## src/rtl/exc_entry_pkg.sv

```systemverilog
package exc_entry_pkg;

    typedef enum logic [2:0] {
        EXC_GENERAL = 3'd0,
        EXC_COLD    = 3'd1,
        EXC_SOFT    = 3'd2,
        EXC_NMI     = 3'd3,
        EXC_DEBUG   = 3'd4
    } exc_class_e;

    typedef enum logic [2:0] {
        DSUB_STEP   = 3'd0,
        DSUB_INT    = 3'd1,
        DSUB_IBRK   = 3'd2,
        DSUB_SWBRK  = 3'd3,
        DSUB_DSTORE = 3'd4,
        DSUB_DLOAD  = 3'd5
    } dbg_sub_e;

    typedef enum logic [1:0] {
        VEC_GENERAL = 2'd0,
        VEC_ERROR   = 2'd1,
        VEC_DEBUG   = 2'd2
    } vec_kind_e;

    localparam logic [4:0] CODE_EXT_INT  = 5'd0;
    localparam logic [4:0] CODE_COP_UNUS = 5'd11;

endpackage

```

## src/rtl/exc_classify.sv

```systemverilog
module exc_classify
    import exc_entry_pkg::*;
#(
    parameter int CODE_W = 5,
    parameter int SUB_W  = 3
) (
    input  logic              req_i,
    input  logic [2:0]        cls_i,
    input  logic [CODE_W-1:0] code_i,
    input  logic [SUB_W-1:0]  dsub_i,
    input  logic              dbg_mode_i,
    output logic              take_gen_o,
    output logic              take_err_o,
    output logic              take_dbg_o,
    output logic              is_cold_o,
    output logic              is_soft_o,
    output logic              is_nmi_o,
    output logic [SUB_W-1:0]  eff_sub_o
);
    logic int_in_dbg;

    always_comb begin
        // an external interrupt seen in debug mode becomes a debug entry
        int_in_dbg = (cls_i == EXC_GENERAL) && (code_i == CODE_W'(CODE_EXT_INT)) && dbg_mode_i;
        take_gen_o = req_i && (cls_i == EXC_GENERAL) && !int_in_dbg;
        is_cold_o  = req_i && (cls_i == EXC_COLD);
        is_soft_o  = req_i && (cls_i == EXC_SOFT);
        is_nmi_o   = req_i && (cls_i == EXC_NMI);
        take_err_o = is_cold_o || is_soft_o || is_nmi_o;
        take_dbg_o = req_i && ((cls_i == EXC_DEBUG) || int_in_dbg);
        eff_sub_o  = int_in_dbg ? SUB_W'(DSUB_INT) : dsub_i;
    end
endmodule

```

## src/rtl/exc_return_pc.sv

```systemverilog
module exc_return_pc #(
    parameter int XLEN       = 32,
    parameter int SLOT_BYTES = 4
) (
    input  logic [XLEN-1:0] pc_i,
    input  logic            slot_i,
    input  logic            exact_i,
    output logic [XLEN-1:0] ret_o
);
    localparam logic [XLEN-1:0] STEP_BACK = XLEN'(SLOT_BYTES);

    always_comb begin
        ret_o = (slot_i && !exact_i) ? (pc_i - STEP_BACK) : pc_i;
    end
endmodule

```

## src/rtl/exc_vector.sv

```systemverilog
module exc_vector
    import exc_entry_pkg::*;
#(
    parameter int              XLEN        = 32,
    parameter int              EBASE_ALIGN = 10,
    parameter logic [XLEN-1:0] BOOT_VEC    = 32'hBFC0_0000,
    parameter logic [XLEN-1:0] GEN_OFS     = 32'h0000_0200,
    parameter logic [XLEN-1:0] DBG_OFS     = 32'h0000_0480
) (
    input  vec_kind_e       kind_i,
    input  logic            boot_vec_i,
    input  logic [XLEN-1:0] ebase_i,
    output logic [XLEN-1:0] vec_o
);
    logic [XLEN-1:0] base_aligned;

    generate
        if (EBASE_ALIGN == 0) begin : g_no_align
            assign base_aligned = ebase_i;
        end else begin : g_align
            assign base_aligned = {ebase_i[XLEN-1:EBASE_ALIGN], {EBASE_ALIGN{1'b0}}};
        end
    endgenerate

    always_comb begin
        unique case (kind_i)
            VEC_GENERAL: vec_o = boot_vec_i ? (BOOT_VEC + GEN_OFS) : base_aligned;
            VEC_DEBUG:   vec_o = BOOT_VEC + DBG_OFS;
            default:     vec_o = BOOT_VEC;
        endcase
    end
endmodule

```

## src/rtl/exc_entry_seq.sv

```systemverilog
module exc_entry_seq
    import exc_entry_pkg::*;
#(
    parameter int              XLEN        = 32,
    parameter int              CODE_W      = 5,
    parameter int              COP_W       = 2,
    parameter int              DBG_W       = 6,
    parameter int              SLOT_BYTES  = 4,
    parameter int              EBASE_ALIGN = 10,
    parameter logic [XLEN-1:0] BOOT_VEC    = 32'hBFC0_0000,
    parameter logic [XLEN-1:0] GEN_OFS     = 32'h0000_0200,
    parameter logic [XLEN-1:0] DBG_OFS     = 32'h0000_0480
) (
    input  logic              clk_i,
    input  logic              rst_ni,
    input  logic              req_i,
    input  logic [2:0]        cls_i,
    input  logic [CODE_W-1:0] code_i,
    input  logic [2:0]        dsub_i,
    input  logic [COP_W-1:0]  cop_num_i,
    input  logic [XLEN-1:0]   pc_i,
    input  logic              slot_i,
    input  logic              exc_lvl_i,
    input  logic              err_lvl_i,
    input  logic              boot_vec_i,
    input  logic              dbg_mode_i,
    input  logic              user_i,
    input  logic [XLEN-1:0]   ebase_i,
    output logic [XLEN-1:0]   pc_o,
    output logic [XLEN-1:0]   ret_pc_o,
    output logic [XLEN-1:0]   err_ret_pc_o,
    output logic [XLEN-1:0]   dbg_ret_pc_o,
    output logic [CODE_W-1:0] cause_code_o,
    output logic [COP_W-1:0]  cop_num_o,
    output logic              cause_slot_o,
    output logic [DBG_W-1:0]  dbg_cause_o,
    output logic              exc_lvl_o,
    output logic              err_lvl_o,
    output logic              boot_vec_o,
    output logic              dbg_mode_o,
    output logic              user_o,
    output logic              soft_rst_o,
    output logic              nmi_flag_o,
    output logic              slot_o,
    output logic              watch_clr_o
);
    localparam int SUB_W = 3;

    typedef struct packed {
        logic [XLEN-1:0]   pc;
        logic [XLEN-1:0]   ret_pc;
        logic [XLEN-1:0]   err_pc;
        logic [XLEN-1:0]   dbg_pc;
        logic [CODE_W-1:0] code;
        logic [COP_W-1:0]  cop;
        logic              bd;
        logic [DBG_W-1:0]  dbg;
        logic              exl;
        logic              erl;
        logic              bev;
        logic              dm;
        logic              um;
        logic              sr;
        logic              nmi;
        logic              slot;
        logic              wclr;
    } seq_state_t;

    localparam seq_state_t RESET_STATE = '{
        pc: BOOT_VEC, ret_pc: '0, err_pc: '0, dbg_pc: '0, code: '0, cop: '0,
        bd: 1'b0, dbg: '0, exl: 1'b0, erl: 1'b1, bev: 1'b1, dm: 1'b0,
        um: 1'b0, sr: 1'b0, nmi: 1'b0, slot: 1'b0, wclr: 1'b0
    };

    seq_state_t st_d, st_q;

    logic             take_gen, take_err, take_dbg;
    logic             is_cold, is_soft, is_nmi;
    logic [SUB_W-1:0] eff_sub;
    logic             exact_pc;
    logic [XLEN-1:0]  adj_pc;
    vec_kind_e        vkind;
    logic [XLEN-1:0]  vec;

    exc_classify #(.CODE_W(CODE_W), .SUB_W(SUB_W)) u_classify (
        .req_i      (req_i),
        .cls_i      (cls_i),
        .code_i     (code_i),
        .dsub_i     (dsub_i),
        .dbg_mode_i (dbg_mode_i),
        .take_gen_o (take_gen),
        .take_err_o (take_err),
        .take_dbg_o (take_dbg),
        .is_cold_o  (is_cold),
        .is_soft_o  (is_soft),
        .is_nmi_o   (is_nmi),
        .eff_sub_o  (eff_sub)
    );

    assign exact_pc = take_dbg && (eff_sub == SUB_W'(DSUB_STEP));

    exc_return_pc #(.XLEN(XLEN), .SLOT_BYTES(SLOT_BYTES)) u_ret (
        .pc_i    (pc_i),
        .slot_i  (slot_i),
        .exact_i (exact_pc),
        .ret_o   (adj_pc)
    );

    always_comb begin
        if (take_dbg)      vkind = VEC_DEBUG;
        else if (take_err) vkind = VEC_ERROR;
        else               vkind = VEC_GENERAL;
    end

    exc_vector #(
        .XLEN(XLEN), .EBASE_ALIGN(EBASE_ALIGN),
        .BOOT_VEC(BOOT_VEC), .GEN_OFS(GEN_OFS), .DBG_OFS(DBG_OFS)
    ) u_vec (
        .kind_i     (vkind),
        .boot_vec_i (boot_vec_i),
        .ebase_i    (ebase_i),
        .vec_o      (vec)
    );

    always_comb begin
        st_d      = st_q;
        st_d.wclr = 1'b0;
        // status bits pass through unless an entry modifies them
        st_d.exl  = exc_lvl_i;
        st_d.erl  = err_lvl_i;
        st_d.bev  = boot_vec_i;
        st_d.dm   = dbg_mode_i;
        st_d.um   = user_i;
        st_d.slot = slot_i;

        if (take_gen) begin
            if (!exc_lvl_i) begin
                st_d.ret_pc = adj_pc;
                st_d.bd     = slot_i;
            end
            st_d.code = code_i;
            if (code_i == CODE_W'(CODE_COP_UNUS)) begin
                st_d.cop = cop_num_i;
            end
            st_d.exl  = 1'b1;
            st_d.um   = 1'b0;
            st_d.slot = 1'b0;
            st_d.pc   = vec;
        end else if (take_err) begin
            st_d.err_pc = adj_pc;
            if (!exc_lvl_i) begin
                st_d.bd = 1'b0;
            end
            st_d.erl  = 1'b1;
            st_d.bev  = 1'b1;
            st_d.um   = 1'b0;
            st_d.slot = 1'b0;
            st_d.pc   = vec;
            if (is_cold) begin
                st_d.sr  = 1'b0;
                st_d.nmi = 1'b0;
            end
            if (is_soft) begin
                st_d.sr   = 1'b1;
                st_d.wclr = 1'b1;
            end
            if (is_nmi) begin
                st_d.nmi = 1'b1;
            end
        end else if (take_dbg) begin
            st_d.dbg_pc = adj_pc;
            for (int i = 0; i < DBG_W; i++) begin
                if (eff_sub == SUB_W'(i)) begin
                    st_d.dbg[i] = 1'b1;
                end
            end
            if (!exc_lvl_i) begin
                st_d.bd = 1'b0;
            end
            st_d.dm   = 1'b1;
            st_d.um   = 1'b0;
            st_d.slot = 1'b0;
            st_d.pc   = vec;
        end
    end

    always_ff @(posedge clk_i or negedge rst_ni) begin
        if (!rst_ni) begin
            st_q <= RESET_STATE;
        end else begin
            st_q <= st_d;
        end
    end

    assign pc_o         = st_q.pc;
    assign ret_pc_o     = st_q.ret_pc;
    assign err_ret_pc_o = st_q.err_pc;
    assign dbg_ret_pc_o = st_q.dbg_pc;
    assign cause_code_o = st_q.code;
    assign cop_num_o    = st_q.cop;
    assign cause_slot_o = st_q.bd;
    assign dbg_cause_o  = st_q.dbg;
    assign exc_lvl_o    = st_q.exl;
    assign err_lvl_o    = st_q.erl;
    assign boot_vec_o   = st_q.bev;
    assign dbg_mode_o   = st_q.dm;
    assign user_o       = st_q.um;
    assign soft_rst_o   = st_q.sr;
    assign nmi_flag_o   = st_q.nmi;
    assign slot_o       = st_q.slot;
    assign watch_clr_o  = st_q.wclr;
endmodule

```

## config.mk

```make
export PLATFORM = sky130hd
export DESIGN_NAME = exc_entry_seq
export DESIGN_NICKNAME = d
export VERILOG_FILES = /design/src/rtl/exc_entry_pkg.sv /design/src/rtl/exc_classify.sv /design/src/rtl/exc_return_pc.sv /design/src/rtl/exc_vector.sv /design/src/rtl/exc_entry_seq.sv
export SDC_FILE = /design/constraint.sdc
export NUM_CORES = 1
export LEC_CHECK = 0
export BUFFER_PORTS_ARGS = -buffer_cell sky130_fd_sc_hd__buf_4
export CORE_UTILIZATION = 46
export CTS_BUF_LIST = sky130_fd_sc_hd__clkbuf_4 sky130_fd_sc_hd__clkbuf_8
export DETAILED_ROUTE_END_ITERATION = 16
export PLACE_DENSITY_LB_ADDON = 0.12
export SLEW_MARGIN = 10
export SYNTH_ARGS = -nofsm -noshare
export SYNTH_HDL_FRONTEND = slang
export SYNTH_SLANG_ARGS = --single-unit
```

## constraint.sdc

```tcl
create_clock -name clk_i -period 0.8 [get_ports clk_i]
set_input_delay 0.16 -clock clk_i [delete_from_list [all_inputs] [get_ports clk_i]]
set_output_delay 0.16 -clock clk_i [all_outputs]
set_load 0.02 [all_outputs]
```

==> run metrics, run 1 <==
clk sinks 143; number of cell rows 41; fill cell count 298; final worst-path cycle share 208%; Die Ht 117 um; core box area 12700 um2; placed cells 1045; Synth Flop Type dfrtp_1; Reg area 3590 um2; Max Clk Rate 601 MHz; synth top area cells dfrtp_1 54%, nand2_1 7.4%, o21ai_0 7.0%, dfstp_2 4.8%, xnor2_1 3.0%; Die ar. 13700 um2; flops & latches, synth 143; drt total wl 33100 um; post-synth top area cell dfrtp_1; die width 117 um; first-pass GRT wire length 35500 um; fin cells 1229; Clock Latency Late Sink 0.48 ns; DRT antenna net count 0; RSZ-0062 raised after global routing true; GRT Total Usage 35.4%; post-placement cell area 8930 um2; Worst Slack Setup Final -0.863 ns; largest net degree at the start of global routing 36; vias in the first global route 6668; sequential area share after synthesis 59.2%; Mean Syn Cell Area 10.3 um2; Worst-Margin Slew 0.589 ns; nets@finish 1131; worst min-delay path startpoint pc_i[3]; asr flop ratio synth 100%; GRT overflow 0; vias per cell 6.23; number of CTS-inserted buffers 17; DR pass1 iterations 6; CP Launch Type primary input; GP Congestion 0.867; H-tree depth 4; Post-Syn Instances 591; reg2reg end cause_code_o[2]$_DFFE_PN0P_; YS warnings 0; Post-Syn Area 6070 um2; HP Class primary input to flip-flop; IO Port Bufs 218; worst vdd ir 1.99 mV; Crit path required time 1.13 ns; R2R depth 3; status complete, but fails checks; Root Driver clkbuf_8; I/O pin cnt 237; max cap viols 0; initial antenna violation count 1; P_leak 5.81 nW; Vias 7657; pins over their slew limit 0; reg2reg setup slack -0.29 ns; post-synth top area share 54.4%; EDFF count, synth 0; Design Area, Final 12200 um2; WHS 0.0166 ns; Initial Util 47.7%; Cells on Worst Hold Path 3; Area Overhead vs Synth 100%; setup violators final 279; Layout Skew 0 ns; clk slew on worst S/H paths 0.08 ns; multi-input logic area 3260 um2; Slew headroom 60.4%; Max Fanout on Critical Path 3; Distinct cells, synth 58; WP data arrival 1.99 ns; CP Class primary input to flip-flop; Tmin final 1.66 ns; residual DRC count 0; endpoint type of the worst setup path flip-flop; hold path endpoint ret_pc_o[3]$_DFFE_PN0P_; TritonCTS clock tree yes; post-DP HPWL 13100 um; violated checks negative setup slack; initial drt markers 789; final hold violations 0; PwrDens 2110 nW/um2; launch point of the worst reg-to-reg path cause_code_o[2]$_DFFE_PN0P_; clk buf depth 2; layout cells sized above 1 59.0%; routed len/inst 26.9 um
## flip-flops by register name, indices dropped and copies added (netlist names)
signal and count:
dbg_mode_o 1, err_lvl_o 1, cop_num_o 2, exc_lvl_o 1
dbg_ret_pc_o 32, boot_vec_o 1, user_o 1, err_ret_pc_o 32
soft_rst_o 1, dbg_cause_o 6, pc_o 24, nmi_flag_o 1
ret_pc_o 32, slot_o 1, cause_slot_o 1, watch_clr_o 1
cause_code_o 5
## metrics by stage
step | util (%) | worst slack (ns) | power, W | setup TNS [ns]
3_3_place_gp | 70.2 | -1.15 | 0.0148 | -127.15
3_5_place_dp | 70.2 | -1.18 | 0.0150 | -130.86
6_report | 95.6 | -0.863 | 0.0257 | -124.62
2_1_floorplan | - | -0.966 | 0.0118 | -100.82
4_1_cts | 87.6 | -0.631 | 0.0235 | -109.09
5_1_grt | 95.5 | -0.867 | 0.0264 | -130.99
## layout make-up
| cell class | count | share of cell area [%] |
|---|---|---|
| flip-flops and latches | 143 | 29.5 |
| well taps | 172 | 1.77 |
| clock buffers | 19 | 2.15 |
| inverters | 4 | 0.123 |
| multi-input cells | 414 | 26.8 |
| clock inverters | 11 | 1.75 |
| diodes | 2 | 0.0412 |
| repair buffers | 464 | 37.8 |
## placed cells by master, fill, tap and decap left out, types with 7 or more instances in the layout
| cell | n |
|---|---|
| a22o_1 | 14 |
| buf_12 | 18 |
| buf_4 | 220 |
| buf_6 | 182 |
| buf_8 | 7 |
| clkbuf_8 | 19 |
| conb_1 | 8 |
| dfrtp_1 | 132 |
| dfstp_2 | 11 |
| dlygate4sd3_1 | 32 |
| nand2_1 | 105 |
| nand2_2 | 12 |
| nor2_1 | 23 |
| nor2_4 | 8 |
| nor3_2 | 13 |
| nor3_4 | 7 |
| o21ai_1 | 76 |
| o21ai_2 | 17 |
| xnor2_2 | 16 |
## worst max-delay path: stages
cell,delay (ns)
buf_6,0.09
or4_4,0.53
or3_4,0.34
or2_1,0.25
o21ai_1,0.41
a31oi_1,0.20
## cell families after synthesis
group           after synthesis  synth area share [%]
compound gates              143                  14.2
xor+xnor                     25                  3.61
fa+ha+maj                     1                 0.206
buf+inv                      43                  3.30
flops                       143                  59.2
mux                           3                 0.556
other cells                   1                0.0618
simple gates                232                  18.9
## worst max path at each step
stage | start | cells after the start | slack, ns | endpoint
finish | pc_i[28] | 6 | -0.86 | err_ret_pc_o[30]$_DFFE_PN0P_
global route | pc_i[8] | 8 | -0.87 | ret_pc_o[17]$_DFFE_PN0P_
CTS | pc_i[28] | 6 | -0.63 | ret_pc_o[30]$_DFFE_PN0P_
detailed placement | pc_i[28] | 6 | -1.18 | err_ret_pc_o[30]$_DFFE_PN0P_
global placement | dsub_i[1] | 8 | -1.15 | dbg_ret_pc_o[20]$_DFFE_PN0P_
floorplan | pc_i[28] | 5 | -0.97 | dbg_ret_pc_o[30]$_DFFE_PN0P_
## synth_stat cells, types with 2 or more instances
cell type / count
or3_1: 4
buf_4: 9
dfstp_2: 11
or4_1: 3
clkbuf_1: 25
and2_1: 3
mux2_2: 3
nand3_1: 4
or2_2: 3
nand4_1: 2
buf_2: 4
a22o_1: 14
o21ai_1: 12
or2_1: 2
nand4b_1: 2
nor4_1: 7
nor2_1: 34
nor3_1: 21
xor2_1: 4
o31ai_1: 3
inv_1: 4
o21bai_1: 5
nor4b_1: 3
nor4_4: 2
xnor2_1: 21
nand2_1: 119
dfrtp_1: 132
a21oi_1: 5
nor3_2: 2
o21ai_0: 85
a31oi_1: 9
nand2b_1: 8
## what timing repair did
item	in CTS	in global routing
hold buffers	32	0
pin swaps	60	85
buffers inserted	55	67
cloned	5	2
endpoints found under the setup margin	273	277
gates resized for setup	233	109
endpoints found under the hold margin	178	0
## metal layers
| metal | global-route usage [%] | part of all wire, % | vias up | routed length [um] |
|---|---|---|---|---|
| met5 | 0 | 0 | - | 0 |
| met4 | 18.6 | 8.4 | 0 | 2790 |
| met3 | 8.39 | 10 | 272 | 3360 |
| met2 | 62.8 | 50 | 691 | 16400 |
| met1 | 39.7 | 32 | 3754 | 10600 |
| li1 | - | - | 2940 | - |
## power by group
| group | switching (W) | leakage, nW | total [W] | internal, W |
|---|---|---|---|---|
| sequential | 0.00108 | 1.78 | 0.00944 | 0.00836 |
| clock | 0.00310 | 0.241 | 0.00725 | 0.00415 |
| combinational | 0.00450 | 3.79 | 0.00899 | 0.00449 |
| total | 0.00869 | 5.81 | 0.0257 | 0.0170 |
No activity file was read; power rests on OpenSTA's default activity.
==> run 2, diff against run 1 <==
--- a/config.mk
+++ b/config.mk
@@ -9,7 +9,9 @@
 export CORE_UTILIZATION = 46
 export CTS_BUF_LIST = sky130_fd_sc_hd__clkbuf_4 sky130_fd_sc_hd__clkbuf_8
 export DETAILED_ROUTE_END_ITERATION = 16
+export GPL_TIMING_DRIVEN = 0
 export PLACE_DENSITY_LB_ADDON = 0.12
+export RECOVER_POWER = 25
 export SLEW_MARGIN = 10
 export SYNTH_ARGS = -nofsm -noshare
 export SYNTH_HDL_FRONTEND = slang
==> constraint.sdc (replaced) <==
create_clock -name clk_i -period 1.5 [get_ports clk_i]
set_input_delay 0.3 -clock clk_i [delete_from_list [all_inputs] [get_ports clk_i]]
set_output_delay 0.3 -clock clk_i [all_outputs]
set_load 0.02 [all_outputs]
==> run metrics, run 2 (same netlist as run 1, synthesis figures left out) <==
status complete, but fails checks (unchanged); violated checks negative setup slack (unchanged); Slew headroom 46.9% (was 60.4%); initial antenna violation count 0 (was 1); fin cells 1056 (was 1229); clk buf depth 2 (unchanged); Worst Slack Setup Final -0.153 ns (was -0.863 ns); Gate power share 27.7% (was 35.0%); worst min-delay path startpoint err_lvl_i (was pc_i[3]); Initial Util 47.7% (unchanged); TritonCTS clock tree yes (unchanged); RSZ-0062 raised after global routing true (unchanged); H-tree depth 4 (unchanged); Root Driver clkbuf_8 (unchanged); Area Overhead vs Synth 55.8% (was 100%); Cells on Worst Hold Path 2 (was 3); commonest non-fill, non-tap cell in the layout buf_4 (unchanged); vias per cell 5.32 (was 6.23); Max Fanout on Critical Path 3 (unchanged); sequential power share 43.3% (was 36.7%); core box area 12700 um2 (unchanged); DRT antenna net count 0 (unchanged); DR pass1 iterations 4 (was 6); placed cells 987 (was 1045); clk sinks 143 (unchanged); clk slew on worst S/H paths 0.07 ns (was 0.08 ns); IO Port Bufs 216 (was 218); Sw Ratio 31.5% (was 33.8%); NetSw 0.00350 W (was 0.00869 W); initial drt markers 407 (was 789); Vias 5616 (was 7657); residual DRC count 0 (unchanged); CP Class primary input to flip-flop (unchanged); GRT Total Usage 27.9% (was 35.4%); Clock Latency Late Sink 0.44 ns (was 0.48 ns); pins over their slew limit 0 (unchanged); vias in the first global route 5399 (was 6668); final worst-path cycle share 110%; number of cell rows 41 (unchanged); nets@finish 958 (was 1131); post-DP HPWL 13000 um (was 13100 um); R2R depth 2 (was 3); endpoint type of the worst setup path flip-flop (unchanged); reg2reg setup slack 0.67 ns (was -0.29 ns); Int Pwr 0.00760 W (was 0.0170 W); clock group share of total power 29.0% (was 28.2%); launch point of the worst reg-to-reg path pc_o[31]$_DFFE_PN1P_ (was cause_code_o[2]$_DFFE_PN0P_); PwrDens 1170 nW/um2 (was 2110 nW/um2); setup violators final 42 (was 279); P_leak 4.52 nW (was 5.81 nW); largest net degree at the start of global routing 88 (was 36); Max Clk Rate 605 MHz; max cap viols 0 (unchanged); Die ar. 13700 um2 (unchanged); number of CTS-inserted buffers 17 (unchanged); drt total wl 18500 um (was 33100 um); layout cells sized above 1 45.7% (was 59.0%); Worst-Margin Slew 0.797 ns (was 0.589 ns); Layout Skew 0 ns (unchanged); Tmin final 1.65 ns; HP Class primary input to flip-flop (unchanged); hold path endpoint err_lvl_o$_DFF_PN1_ (was ret_pc_o[3]$_DFFE_PN0P_); I/O pin cnt 237 (unchanged); worst vdd ir 0.734 mV (was 1.99 mV); Die Ht 117 um (unchanged); WP data arrival 2.02 ns (was 1.99 ns); Antenna Cells 0 (was 2); routed len/inst 17.5 um (was 26.9 um); CP Launch Type primary input (unchanged); first-pass GRT wire length 28200 um (was 35500 um); Crit path required time 1.87 ns (was 1.13 ns); final hold violations 0 (unchanged); GP Congestion 0.797 (was 0.867); commonest non-fill, non-tap cells in the layout 235 x buf_4, 132 x dfrtp_1, 119 x nand2_1 (was 220 x buf_4, 182 x buf_6, 132 x dfrtp_1); reg2reg end pc_o[31]$_DFFE_PN1P_ (was cause_code_o[2]$_DFFE_PN0P_); die width 117 um (unchanged); WHS 0.0498 ns (was 0.0166 ns); GRT overflow 0 (unchanged)
run 2: cell types whose count changed in the layout (fill, tap and decap cells not counted), sizes merged, moves of 3 or more:
cell         previous run  this run
dlygate4sd3            32         1
bufinv                  6         2
buf                   431       263
clkbuf                 20        56
clkinv                  5         2
run 2: worst max-delay path by stage:
stage	from	endpoint	slack [ns]	cells after the start
after CTS	cls_i[0]	dbg_ret_pc_o[27]$_DFFE_PN0P_	-0.12	8
final	pc_i[28]	err_ret_pc_o[30]$_DFFE_PN0P_	-0.15	6
after global routing	pc_i[28]	dbg_ret_pc_o[30]$_DFFE_PN0P_	-0.16	6
after global placement	cls_i[0]	dbg_ret_pc_o[29]$_DFFE_PN0P_	-0.74	7
after detailed placement	cls_i[0]	err_ret_pc_o[29]$_DFFE_PN0P_	-0.77	7
after floorplan	pc_i[28]	dbg_ret_pc_o[30]$_DFFE_PN0P_	-0.41	5
run 2: cell type report:
| type | count | area [um2] |
|---|---|---|
| Clock buffer | 27 | 347 |
| Fill cell | 947 | 3270 |
| Clock inverter | 5 | 77.6 |
| Multi-Input combinational cell | 412 | 2870 |
| Tap cell | 172 | 215 |
| Timing Repair Buffer | 256 | 2060 |
| Sequential cell | 143 | 3590 |
| Buffer | 37 | 280 |
| Inverter | 4 | 15.0 |
run 2: power by group through the flow:
stage          sequential [W]  clock (W)  combinational [W]
2_1_floorplan         0.00557          0           0.000710
3_3_place_gp          0.00485          0            0.00287
3_5_place_dp          0.00487          0            0.00294
4_1_cts               0.00481    0.00325            0.00303
5_1_grt               0.00487    0.00342            0.00332
6_report              0.00481    0.00321            0.00307
run 2: critical path, cell delays in order:
cell	delay [ns]
buf_6	0.09
or4_4	0.52
or3_4	0.35
or2_4	0.24
or3_4	0.34
a31oi_1	0.18
run 2: metrics by stage:
stage | util (%) | power [W] | cell area, um2 | TNS, ns | worst slack (ns)
after CTS | 72.3 | 0.0111 | 9190 | -1.39 | -0.121
after global placement | 64.9 | 0.00772 | 8260 | -115.96 | -0.743
final | 74.3 | 0.0111 | 9460 | -2.28 | -0.153
after detailed placement | 65.2 | 0.00781 | 8290 | -65.24 | -0.769
after global routing | 74.3 | 0.0116 | 9460 | -9.74 | -0.163
after floorplan | - | 0.00628 | 6420 | -28.87 | -0.406
run 2: what timing repair did:
item / CTS / global route
setup endpoints to repair: 84 / 86
setup buffers: 26 / 12
endpoints found under the hold margin: 45 / 0
hold buffers: 1 / 0
pin swaps: 37 / 36
cloned: 0 / 0
resized for setup: 56 / 53
run 2: metal layers:
layer / GRT usage [%] / vias up / share of wire (%)
met5: 0 / - / 0
met4: 11.5 / 0 / 3.0
met3: 7.26 / 43 / 7.1
met2: 46.5 / 234 / 50
met1: 34.7 / 2760 / 40
li1: - / 2579 / -
